`src/rtl/hz_pkg.sv`:
```
package hz_pkg;
    typedef enum logic [1:0] {
        ST_RUN    = 2'd0,
        ST_HOLD   = 2'd1,
        ST_SQUASH = 2'd2
    } hz_state_e;
endpackage

```
`src/rtl/hz_loaduse_detect.sv`:
```
module hz_loaduse_detect #(
    parameter int REG_W   = 5,
    parameter int NUM_SRC = 2
) (
    input  logic                            ld_valid,
    input  logic [REG_W-1:0]                ld_dest,
    input  logic [NUM_SRC-1:0][REG_W-1:0]   src_regs,
    output logic                            match
);
    localparam logic [REG_W-1:0] ZERO_REG = '0;

    logic [NUM_SRC-1:0] src_hit;

    genvar g;
    generate
        for (g = 0; g < NUM_SRC; g++) begin : g_cmp
            assign src_hit[g] = (src_regs[g] == ld_dest);
        end
    endgenerate

    // register 0 is hard-wired; a load into it never creates a dependence
    assign match = ld_valid && (ld_dest != ZERO_REG) && (|src_hit);
endmodule

```
`src/rtl/hz_seq.sv`:
```
module hz_seq
    import hz_pkg::*;
(
    input  logic clk,
    input  logic rst_n,
    input  logic lu_match,
    input  logic br_mis,
    output logic pc_we,
    output logic ifid_we,
    output logic ctrl_zero,
    output logic flush
);
    hz_state_e state_q, state_d;
    logic      stall_ok;
    logic      flush_ok;

    always_ff @(posedge clk or negedge rst_n) begin
        if (!rst_n) begin
            state_q <= ST_RUN;
        end else begin
            state_q <= state_d;
        end
    end

    always_comb begin
        stall_ok  = 1'b0;
        flush_ok  = 1'b0;
        unique case (state_q)
            ST_RUN: begin
                stall_ok = lu_match;
                flush_ok = br_mis;
            end
            ST_HOLD: begin
                stall_ok = 1'b0;
                flush_ok = br_mis;
            end
            ST_SQUASH: begin
                stall_ok = lu_match;
                flush_ok = 1'b0;
            end
            default: begin
                stall_ok = 1'b0;
                flush_ok = 1'b0;
            end
        endcase

        pc_we     = 1'b1;
        ifid_we   = 1'b1;
        ctrl_zero = 1'b0;
        flush     = 1'b0;
        state_d   = ST_RUN;
        if (stall_ok) begin
            pc_we     = 1'b0;
            ifid_we   = 1'b0;
            ctrl_zero = 1'b1;
            state_d   = ST_HOLD;
        end else if (flush_ok) begin
            flush     = 1'b1;
            state_d   = ST_SQUASH;
        end
    end
endmodule

```
`src/rtl/hz_stall_flush_ctrl.sv`:
```
module hz_stall_flush_ctrl #(
    parameter int REG_W = 5
) (
    input  logic             clk,
    input  logic             rst_n,
    input  logic             idex_mem_read,
    input  logic [REG_W-1:0] idex_rt,
    input  logic [REG_W-1:0] ifid_rs,
    input  logic [REG_W-1:0] ifid_rt,
    input  logic             id_br_mispredict,
    output logic             pc_write_en,
    output logic             ifid_write_en,
    output logic             idex_ctrl_zero,
    output logic             ifid_flush
);
    localparam int NUM_SRC = 2;

    logic [NUM_SRC-1:0][REG_W-1:0] srcs;
    logic                          lu_match;

    assign srcs[0] = ifid_rs;
    assign srcs[1] = ifid_rt;

    hz_loaduse_detect #(
        .REG_W   (REG_W),
        .NUM_SRC (NUM_SRC)
    ) u_detect (
        .ld_valid (idex_mem_read),
        .ld_dest  (idex_rt),
        .src_regs (srcs),
        .match    (lu_match)
    );

    hz_seq u_seq (
        .clk       (clk),
        .rst_n     (rst_n),
        .lu_match  (lu_match),
        .br_mis    (id_br_mispredict),
        .pc_we     (pc_write_en),
        .ifid_we   (ifid_write_en),
        .ctrl_zero (idex_ctrl_zero),
        .flush     (ifid_flush)
    );
endmodule

```
`config.mk`:
```
export PLATFORM = sky130hd
export DESIGN_NAME = hz_stall_flush_ctrl
export DESIGN_NICKNAME = d
export VERILOG_FILES = /design/src/rtl/hz_pkg.sv /design/src/rtl/hz_loaduse_detect.sv /design/src/rtl/hz_seq.sv /design/src/rtl/hz_stall_flush_ctrl.sv
export SDC_FILE = /design/constraint.sdc
export NUM_CORES = 1
export LEC_CHECK = 0
export ABC_CLOCK_PERIOD_IN_PS = 900
export CAP_MARGIN = 5
export CORE_AREA = 3 3 40 42
export CTS_CLUSTER_DIAMETER = 50
export CTS_CLUSTER_SIZE = 14
export DETAILED_ROUTE_END_ITERATION = 12
export DIE_AREA = 0 0 43 45
export DONT_BUFFER_PORTS = 1
export HOLD_SLACK_MARGIN = 0.06
export SYNTH_ARGS = -nofsm -noshare
export SYNTH_HDL_FRONTEND = slang
export SYNTH_SLANG_ARGS = --single-unit
```
`constraint.sdc`:
```
create_clock -name clk -period 0.9 [get_ports clk]
set_clock_uncertainty 0.05 [all_clocks]
set_input_delay 0.135 -clock clk [delete_from_list [all_inputs] [get_ports clk]]
set_output_delay 0.135 -clock clk [all_outputs]
set_load 0.01 [all_outputs]
```
Word level (Yosys, flattened, before mapping)
Cells that the tools add are included.
{"block": "word_totals", "ff_bits": 2, "in_bits": 19, "output_inout_bits": 4, "word_cells": 20}
{"block": "classes", "n_eq_ne": 4, "n_mux": 8, "n_reduce_logical": 7}
{"op": "== test 5 bit", "count": 2}
{"op": "two-way mux 1 bit", "count": 6}
{"op": "OR reduction 2 bit", "count": 3}
{"op": "nonzero test 5 bit", "count": 1}
{"op": "two-way mux 2 bit", "count": 2}
{"op": "== test 2 x 1 -> 1 bit (second input constant)", "count": 1}
{"op": "== test 2 bit (second input constant)", "count": 1}
{"op": "logical AND 1 bit", "count": 2}
{"op": "zero test 2 bit", "count": 1}

Logic depth before layout (Yosys ltp)
Gate-level depths: netlist (run 1).
{"block": "logic_depth", "word_depth": 5, "depth_mapped": 5, "mapped_depth_nobuf": 4}

Cells and area by module
A second synthesis (run 1) with hierarchy kept.
{"block": "unflattened", "cells_unflattened": 23, "area_unflattened_um2": 212.7}
{"mod": "hz_loaduse_detect", "instances": 1, "cells_each": 17, "area_per_inst_um2": 125.1, "seq_area_each_um2": 0.0}
{"mod": "hz_seq", "instances": 1, "cells_each": 6, "area_per_inst_um2": 87.6, "seq_area_each_um2": 50.0}

Least setup slack after synthesis (run 1)
Ideal clock, no wire load.
{"block": "synth_path", "path_kind": "input -> output", "start": "input port idex_rt[4]", "end": "output port pc_write_en", "t_arrival_ns": 0.925, "required_ns": 0.715, "path_slack_ns": -0.210, "path_stages": 5, "path_buffers": 1, "cell_sequence": "xnor2_1 -> nand3_1 -> o22ai_2 -> nand4_1 -> buf_4"}
{"block": "synth_via", "elab_chain_len": 5, "elab_cells_between_ends": 8, "cone_classes": "2 x eq/ne; 2 x mux; 4 x reduce/logical"}
{"item": "from (decl)", "line": "hz_stall_flush_ctrl.sv:7", "source": "input logic [REG_W-1:0] idex_rt,"}
{"item": "== test 5 bit / nonzero test 5 bit (equally long branches)", "line": "hz_loaduse_detect.sv:17, hz_loaduse_detect.sv:22"}
{"item": "OR reduction 2 bit / logical AND 1 bit (equally long branches)", "line": "hz_loaduse_detect.sv:22", "source": "assign match = ld_valid && (ld_dest != ZERO_REG) && (|src_hit);"}
{"item": "logical AND 1 bit (*)", "line": "hz_loaduse_detect.sv:22"}
{"item": "two-way mux 1 bit (*)", "line": "hz_seq.sv:28", "source": "unique case (state_q)"}
{"item": "two-way mux 1 bit (*)"}
{"item": "to (decl)", "line": "hz_stall_flush_ctrl.sv:11", "source": "output logic pc_write_en,"}
Mark *: on every way between the ends. The rest lies on a longest branch, timed or not.

Worst setup path in the final report (run 1)
{"block": "layout_path", "start": "register u_seq.state_q[0]", "end": "output port idex_ctrl_zero"}
{"block": "layout_via", "elab_chain_len": 4, "elab_cells_between_ends": 5, "cone_classes": "1 x eq/ne; 2 x mux; 2 x reduce/logical"}
{"item": "from (decl)", "line": "hz_seq.sv:13", "source": "hz_state_e state_q, state_d;"}
{"item": "from (signal assigned)", "line": "hz_seq.sv:21", "source": "state_q <= state_d;"}
{"item": "== test 2 bit / zero test 2 bit (equally long branches)", "line": "hz_seq.sv:28"}
{"item": "OR reduction 2 bit (no line) (*)"}
{"item": "two-way mux 1 bit (*)", "line": "hz_seq.sv:28"}
{"item": "two-way mux 1 bit (*)", "line": "hz_seq.sv:52", "source": "if (stall_ok) begin"}
{"item": "to (decl)", "line": "hz_stall_flush_ctrl.sv:13", "source": "output logic idex_ctrl_zero,"}
Marked as above.

==> impl_metrics.yaml, run 1 <==
timing:
  period_minus_slack_ns: 1.13
  fmax_ghz: 0.883
  slew_headroom_pct: 85.3
  max_slew.worst_pin.slew_ns: 0.219
  timing.final.ws_setup_ns: -0.232
  rsz0062_at_grt: "true"
  drv_slew: 0
  hold_viol_final: 0
  min_period_over_period_pct: 126
  setup-violations-final: 4
synth:
  yosys.area.top_type: "xnor2_1"
  syn_nets: 45
  synth_seq_cells: 2
  synthTopCellsByArea: "xnor2_1 40%, dfrtp_1 23%, o22ai_2 5.6%"
  syn_area_per_cell_um2: 8.52
  synth_cells: 26
  synth_most_common_cell: "xnor2_1"
  synth-edff-count: 0
  ys_seq_area_share_pct: 22.6
  yosysUniqueCellTypes: 13
  synth_async_sr_flop_share_pct: 100
  synth.top_cell.area_share_pct: 39.5
  yosysWarnings: 0
  synth_commonest_cells: "10 x xnor2_1, 3 x nand2_1, 2 x dfrtp_1, 2 x nand3_1"
  synthFlopType: "dfrtp_1"
  synth_area_um2: 221
flow_run:
  maxCapViolations: 0
worst_setup_path:
  worst-path-buf-inv: 1
  slowest_stage: "dfrtp_1"
  crit_arrival_ns: 0.95
  worst_setup_path_start_kind: "flip-flop"
  crit_required_ns: 0.71
  slowest_delay_ns: 0.37
  crit_path_end_kind: "primary output"
  critical_path_class: "flip-flop to primary output"
  critPathTopFamily: "flip-flops"
  path_cells: "inv_2, and4_2"
  cp_max_fo: 3
clocking:
  path_clk_slew_ns: 0.03
  cts_tree: "built"
  root_buffer: "clkbuf_4"
  clock_sinks: 2
  h-tree-depth: 1
  cts_buffers: 3
  cts_hold_buffers: 1
  clk-insertion-delay-late_ns: 0.22
  postCtsSetupBuffers: 0
  cts_buffer_depth: 2
detailed_routing:
  via_count: 206
  wl_per_cell_um: 15.1
  drt-total-wl_um: 678
  initialDrtViolationCount: 0
  drc: 0
  ant_nets: 0
  dr.pass1.iters: 1
  viasPerCell: 4.58
power_and_ir_drop:
  p_leak_nw: 0.124
  p_int_w: 0.000318
  p_comb_share_pct: 29.1
  p_per_area_nw_per_um2: 1220
  netSwitchingPower_w: 0.000103
  clkPwrFrac_pct: 47.5
  seqPwrFrac_pct: 23.3
  peakVddDrop_uv: 242
  swShare_pct: 24.4
layout:
  drive_above_1_share_pct: 46.7
  antenna_cells: 0
  area_delta_synth_final_pct: 55.9
  fin_nets: 51
  regMostFlops: "u_seq.state_q"
  final_design_area_no_fill_um2: 345
  final_core_util_pct: 26.9
  largest_reg_flops: 2
  top_regs: "u_seq.state_q (2)"
outcome:
  violations: "negative setup slack"
  outcome: "finished with violations"
floorplanning:
  die_w_um: 43
  initial_core_util_pct: 17.2
  pin_count: 23
  fp.dieH_um: 45
  core_area_um2: 1280
  fp-row-count: 13
  dieArea_um2: 1940
placed_design:
  portBuffers: 0
  dp_worst_setup_slack_ns: -0.167
  gp_congestion: 0.661
  dpl-instance-area_um2: 278
  hpwl_um: 565
grt:
  grt_usage_pct: 7.67
  grt_max_degree: 4
  grt_pass1_wl_um: 1060
  grt_pass1_vias: 252
  overflow: 0
  antenna_found_initial: 0
min_path:
  hp-class: "primary input to flip-flop"
[routing by layer]
metal / vias up / global-route usage, % / wire [um]
met2: 16 / 12.6 / 346
met3: 0 / 1.59 / 78
li1: 96 / - / -
met4: 0 / 7.23 / 0
met5: - / 0 / 0
met1: 94 / 8.23 / 253
[cells by family (layout without fill, tap and decap cells)]
group / Yosys count / in the layout / share of synthesized area, %
and+or+nand+nor: 10 / 10 / 23.2
DFF: 2 / 2 / 22.6
xor gates and xnor gates: 10 / 10 / 39.5
AOI/OAI and AO/OA: 2 / 2 / 9.60
buffers and inverters: 2 / 6 / 5.08
[layout by cell type, fill, tap and decap left out]
cell type      Yosys  final
nand2b_4           0      1
xnor2_1           10      5
nor2_1             1      1
a41oi_4            0      1
nand2_1            3      3
nand3_1            2      2
clkbuf_4           0      3
nand4_1            1      1
o22ai_4            0      1
and4_2             0      1
nor3_1             1      1
xnor2_2            0      5
inv_2              0      1
dfrtp_1            2      2
dlygate4sd3_1      0      1
buf_4              1      1
[layout make-up]
| type | instances | area (um^2) |
|---|---|---|
| Clock buffer | 3 | 22.5 |
| Sequential cell | 2 | 50.0 |
| Timing Repair Buffer | 2 | 17.5 |
| Tap cell | 15 | 18.8 |
| Multi-Input combinational cell | 22 | 233 |
| Inverter | 1 | 3.75 |
| Fill cell | 142 | 940 |
[worst paths after layout]
path	slack, ns	from	endpoint	cells past startpoint
setup / recovery	-0.23	u_seq.state_q[0]$_DFF_PN0_	idex_ctrl_zero	2
setup reg to reg	0.03	u_seq.state_q[1]$_DFF_PN0_	u_seq.state_q[1]$_DFF_PN0_	2
hold / removal	0.0006	id_br_mispredict	u_seq.state_q[1]$_DFF_PN0_	2
min in group asynchronous	0.10	rst_n	u_seq.state_q[1]$_DFF_PN0_	1
max in group asynchronous	0.56	rst_n	u_seq.state_q[0]$_DFF_PN0_	1
hold reg to reg	0.49	u_seq.state_q[1]$_DFF_PN0_	u_seq.state_q[1]$_DFF_PN0_	2
[repair_timing]
| action | CTS | global route |
|---|---|---|
| endpoints found under the hold margin | 3 | 1 |
| pin swaps | 0 | 1 |
| setup endpoints to repair | 5 | 5 |
| resized for setup | 5 | 1 |
[metrics by stage]
| step | TNS [ns] | hold WS (ns) | std cells | power [W] |
|---|---|---|---|---|
| 6_report | -0.927 | 0.000597 | 45 | 0.000421 |
| 5_1_grt | -1.10 | -0.00480 | 45 | 0.000450 |
| 2_1_floorplan | -0.313 | -0.211 | 26 | 0.000184 |
| 3_3_place_gp | -0.731 | -0.211 | 41 | 0.000193 |
| 3_5_place_dp | -0.869 | -0.211 | 41 | 0.000195 |
| 4_1_cts | -1.02 | -0.0108 | 45 | 0.000430 |
[power by group through the flow]
stage	Sequential (W)	Clock, W	Combinational, W
2_1_floorplan	0.0000976	0	0.0000865
3_3_place_gp	0.0000980	0	0.0000947
3_5_place_dp	0.0000989	0	0.0000962
4_1_cts	0.0000982	0.000217	0.000115
5_1_grt	0.0000987	0.000217	0.000134
6_report	0.0000983	0.000200	0.000123
(Power assumes the default switching activity.)
==> run 2, diff against run 1 <==
ABC_AREA = 1   (was not set)
SYNTH_HIERARCHICAL = 1   (was not set)
==> impl_metrics.yaml, run 2 <==
outcome:
  outcome: "finished with violations"
  violations: "negative setup slack"
timing:
  period_minus_slack_ns: 1.08
  slew_headroom_pct: 86.3
  drv_slew: 0
  hold_viol_final: 0
  timing.final.ws_setup_ns: -0.182
  min_period_over_period_pct: 120
  rsz0062_at_grt: "true"
  tns_ns: -0.615
  setup-violations-final: 4
  fmax_ghz: 0.924
  max_slew.worst_pin.slew_ns: 0.204
worst_setup_path:
  slowest_delay_ns: 0.16
  reg2reg_from: "u_seq/state_q[0]$_DFF_PN0_"
  crit_path_frequent_cell: "inv_2"
  cp-startpoint: "idex_rt[0]"
  worst_setup_path_start_kind: "primary input"
  cp_max_fo: 4
  crit_path_end_kind: "primary output"
  crit_arrival_ns: 0.90
  crit_required_ns: 0.71
  path_cells: "xor2_2, nor2_1, nand3_1, a21oi_2, inv_2, nor2_4, inv_2"
  slowest_stage: "nor2_4"
  critical_path_class: "primary input to primary output"
layout:
  final_common_cell: "nand2_1"
  area_delta_synth_final_pct: 30.2
  layout_common_cells: "20 x nand2_1, 7 x inv_2, 6 x inv_1"
  drive_above_1_share_pct: 31.6
  final_design_area_no_fill_um2: 362
  largest_reg_flops: 2
  final_cells: 72
  n_fill_cell: 155
  regMostFlops: "u_seq/state_q"
  final_core_util_pct: 28.1
  top_regs: "u_seq/state_q (2)"
  fin_nets: 78
  antenna_cells: 0
power_and_ir_drop:
  p_per_area_nw_per_um2: 1090
  p_leak_nw: 0.203
  peakVddDrop_uv: 436
  netSwitchingPower_w: 0.000102
  p_int_w: 0.000291
  seqPwrFrac_pct: 25.1
  clkPwrFrac_pct: 49.8
  swShare_pct: 26.0
  p_comb_share_pct: 25.1
synth:
  yosysUniqueCellTypes: 13
  ys_seq_area_share_pct: 18.0
  synth_async_sr_flop_share_pct: 100
  synth-edff-count: 0
  syn_nets: 73
  yosys.area.top_type: "nand2_1"
  synth_most_common_cell: "nand2_1"
  syn_area_per_cell_um2: 5.14
  synth_cells: 54
  synthFlopType: "dfrtp_1"
  synth.top_cell.area_share_pct: 29.7
  synth_commonest_cells: "22 x nand2_1, 11 x inv_1, 5 x nor2_1"
  yosysWarnings: 6
  synth_seq_cells: 2
  synthTopCellsByArea: "nand2_1 30%, dfrtp_1 18%, inv_1 15%"
  synth_area_um2: 278
grt:
  overflow: 0
  grt_usage_pct: 8.16
  grt_pass1_wl_um: 1120
  grt_max_degree: 5
  antenna_found_initial: 0
  grt_pass1_vias: 299
clocking:
  clk-insertion-delay-late_ns: 0.22
  h-tree-depth: 1
  path_clk_slew_ns: 0.03
  clock_sinks: 2
  cts_buffers: 3
  postCtsSetupBuffers: 0
  cts_hold_buffers: 1
  cts_tree: "built"
  cts_buffer_depth: 2
  root_buffer: "clkbuf_4"
detailed_routing:
  viasPerCell: 4.11
  via_count: 296
  wl_per_cell_um: 9.08
  dr.pass1.iters: 1
  drc: 0
  drt-total-wl_um: 654
  ant_nets: 0
  initialDrtViolationCount: 0
floorplanning:
  initial_core_util_pct: 21.6
  fp-row-count: 13
  core_area_um2: 1280
  pin_count: 23
  die_w_um: 43
  dieArea_um2: 1940
  fp.dieH_um: 45
placed_design:
  dpl-instance-area_um2: 309
  portBuffers: 0
  gp_congestion: 0.788
  placed_cells: 68
  hpwl_um: 555
min_path:
  hp-class: "primary input to flip-flop"
  min-delay-start: "id_br_mispredict"
flow_run:
  maxCapViolations: 0
[run 2: changes by cell type in the layout (fill, tap and decap cells not counted), moves of 2 or more]
cell and change:
nand2_1 +17, inv_1 +6, inv_2 +6, xnor2_2 -5, nor2_1 +3, xnor2_1 -3
nand2_2 +2
[run 2: final timing paths]
check | cells after the start | slack, ns | to
max | 7 | -0.18 | pc_write_en
min | 2 | 0.03 | u_seq/state_q[1]$_DFF_PN0_
max reg2reg | 2 | 0.07 | u_seq/state_q[1]$_DFF_PN0_
min reg2reg | 1 | 0.42 | u_seq/state_q[0]$_DFF_PN0_
max in group asynchronous | 1 | 0.59 | u_seq/state_q[1]$_DFF_PN0_
min in group asynchronous | 1 | 0.09 | u_seq/state_q[0]$_DFF_PN0_
[run 2: layout make-up]
| class | count | area [um^2] | share of cell area, % |
|---|---|---|---|
| Multi-Input combinational cell | 36 | 184 | 50.9 |
| Inverter | 15 | 76.3 | 21.1 |
| Clock buffer | 3 | 22.5 | 6.23 |
| Tap cell | 15 | 18.8 | 5.19 |
| Timing Repair Buffer | 1 | 10.0 | 2.77 |
| Sequential cell | 2 | 50.0 | 13.8 |
[run 2: stage by stage]
| step | power, W | hold slack [ns] | setup slack [ns] |
|---|---|---|---|
| 2_1_floorplan | 0.000180 | -0.211 | -0.229 |
| 3_3_place_gp | 0.000189 | -0.211 | -0.204 |
| 3_5_place_dp | 0.000189 | -0.211 | -0.229 |
| 4_1_cts | 0.000405 | 0.0265 | -0.212 |
| 5_1_grt | 0.000433 | 0.0430 | -0.313 |
| 6_report | 0.000393 | 0.0264 | -0.182 |
[run 2: power by group through the flow]
stage	clock (W)	sequential (W)	combinational, W
2_1_floorplan	0	0.0000993	0.0000808
3_3_place_gp	0	0.0000995	0.0000891
3_5_place_dp	0	0.0000996	0.0000893
4_1_cts	0.000209	0.0000986	0.0000979
5_1_grt	0.000218	0.0000989	0.000116
6_report	0.000195	0.0000985	0.0000987
[run 2: timing repair]
item                                    CTS  global route
resized for setup                         6             2
pin swaps                                 3             0
endpoints found under the setup margin    4             5
hold endpoints to repair                  3             1
[run 2: worst max-delay path, delay by kind of cell]
kind                      cells  cell delay [ns]
AOI/OAI and AO/OA             1             0.13
buffers and inverters         2             0.15
xor gates and xnor gates      1             0.15
and+or+nand+nor               3             0.33
[run 2: kinds of logic (layout without fill, tap and decap cells)]
| kind of cell | Yosys count | in the layout | synth area share (%) |
|---|---|---|---|
| flip-flops | 2 | 2 | 18.0 |
| AO/OA/AOI/OAI | 2 | 2 | 4.95 |
| XOR/XNOR | 3 | 3 | 9.46 |
| buffers and inverters | 16 | 19 | 23.0 |
| AND/OR/NAND/NOR | 31 | 31 | 44.6 |
[run 2: metal layers]
metal / GRT usage [%] / up-vias / part of all wire, %
met5: 0 / - / 0
met4: 7.23 / 0 / 0
met3: 2.79 / 0 / 10
met2: 14.4 / 13 / 54
met1: 7.47 / 126 / 36
li1: - / 157 / -
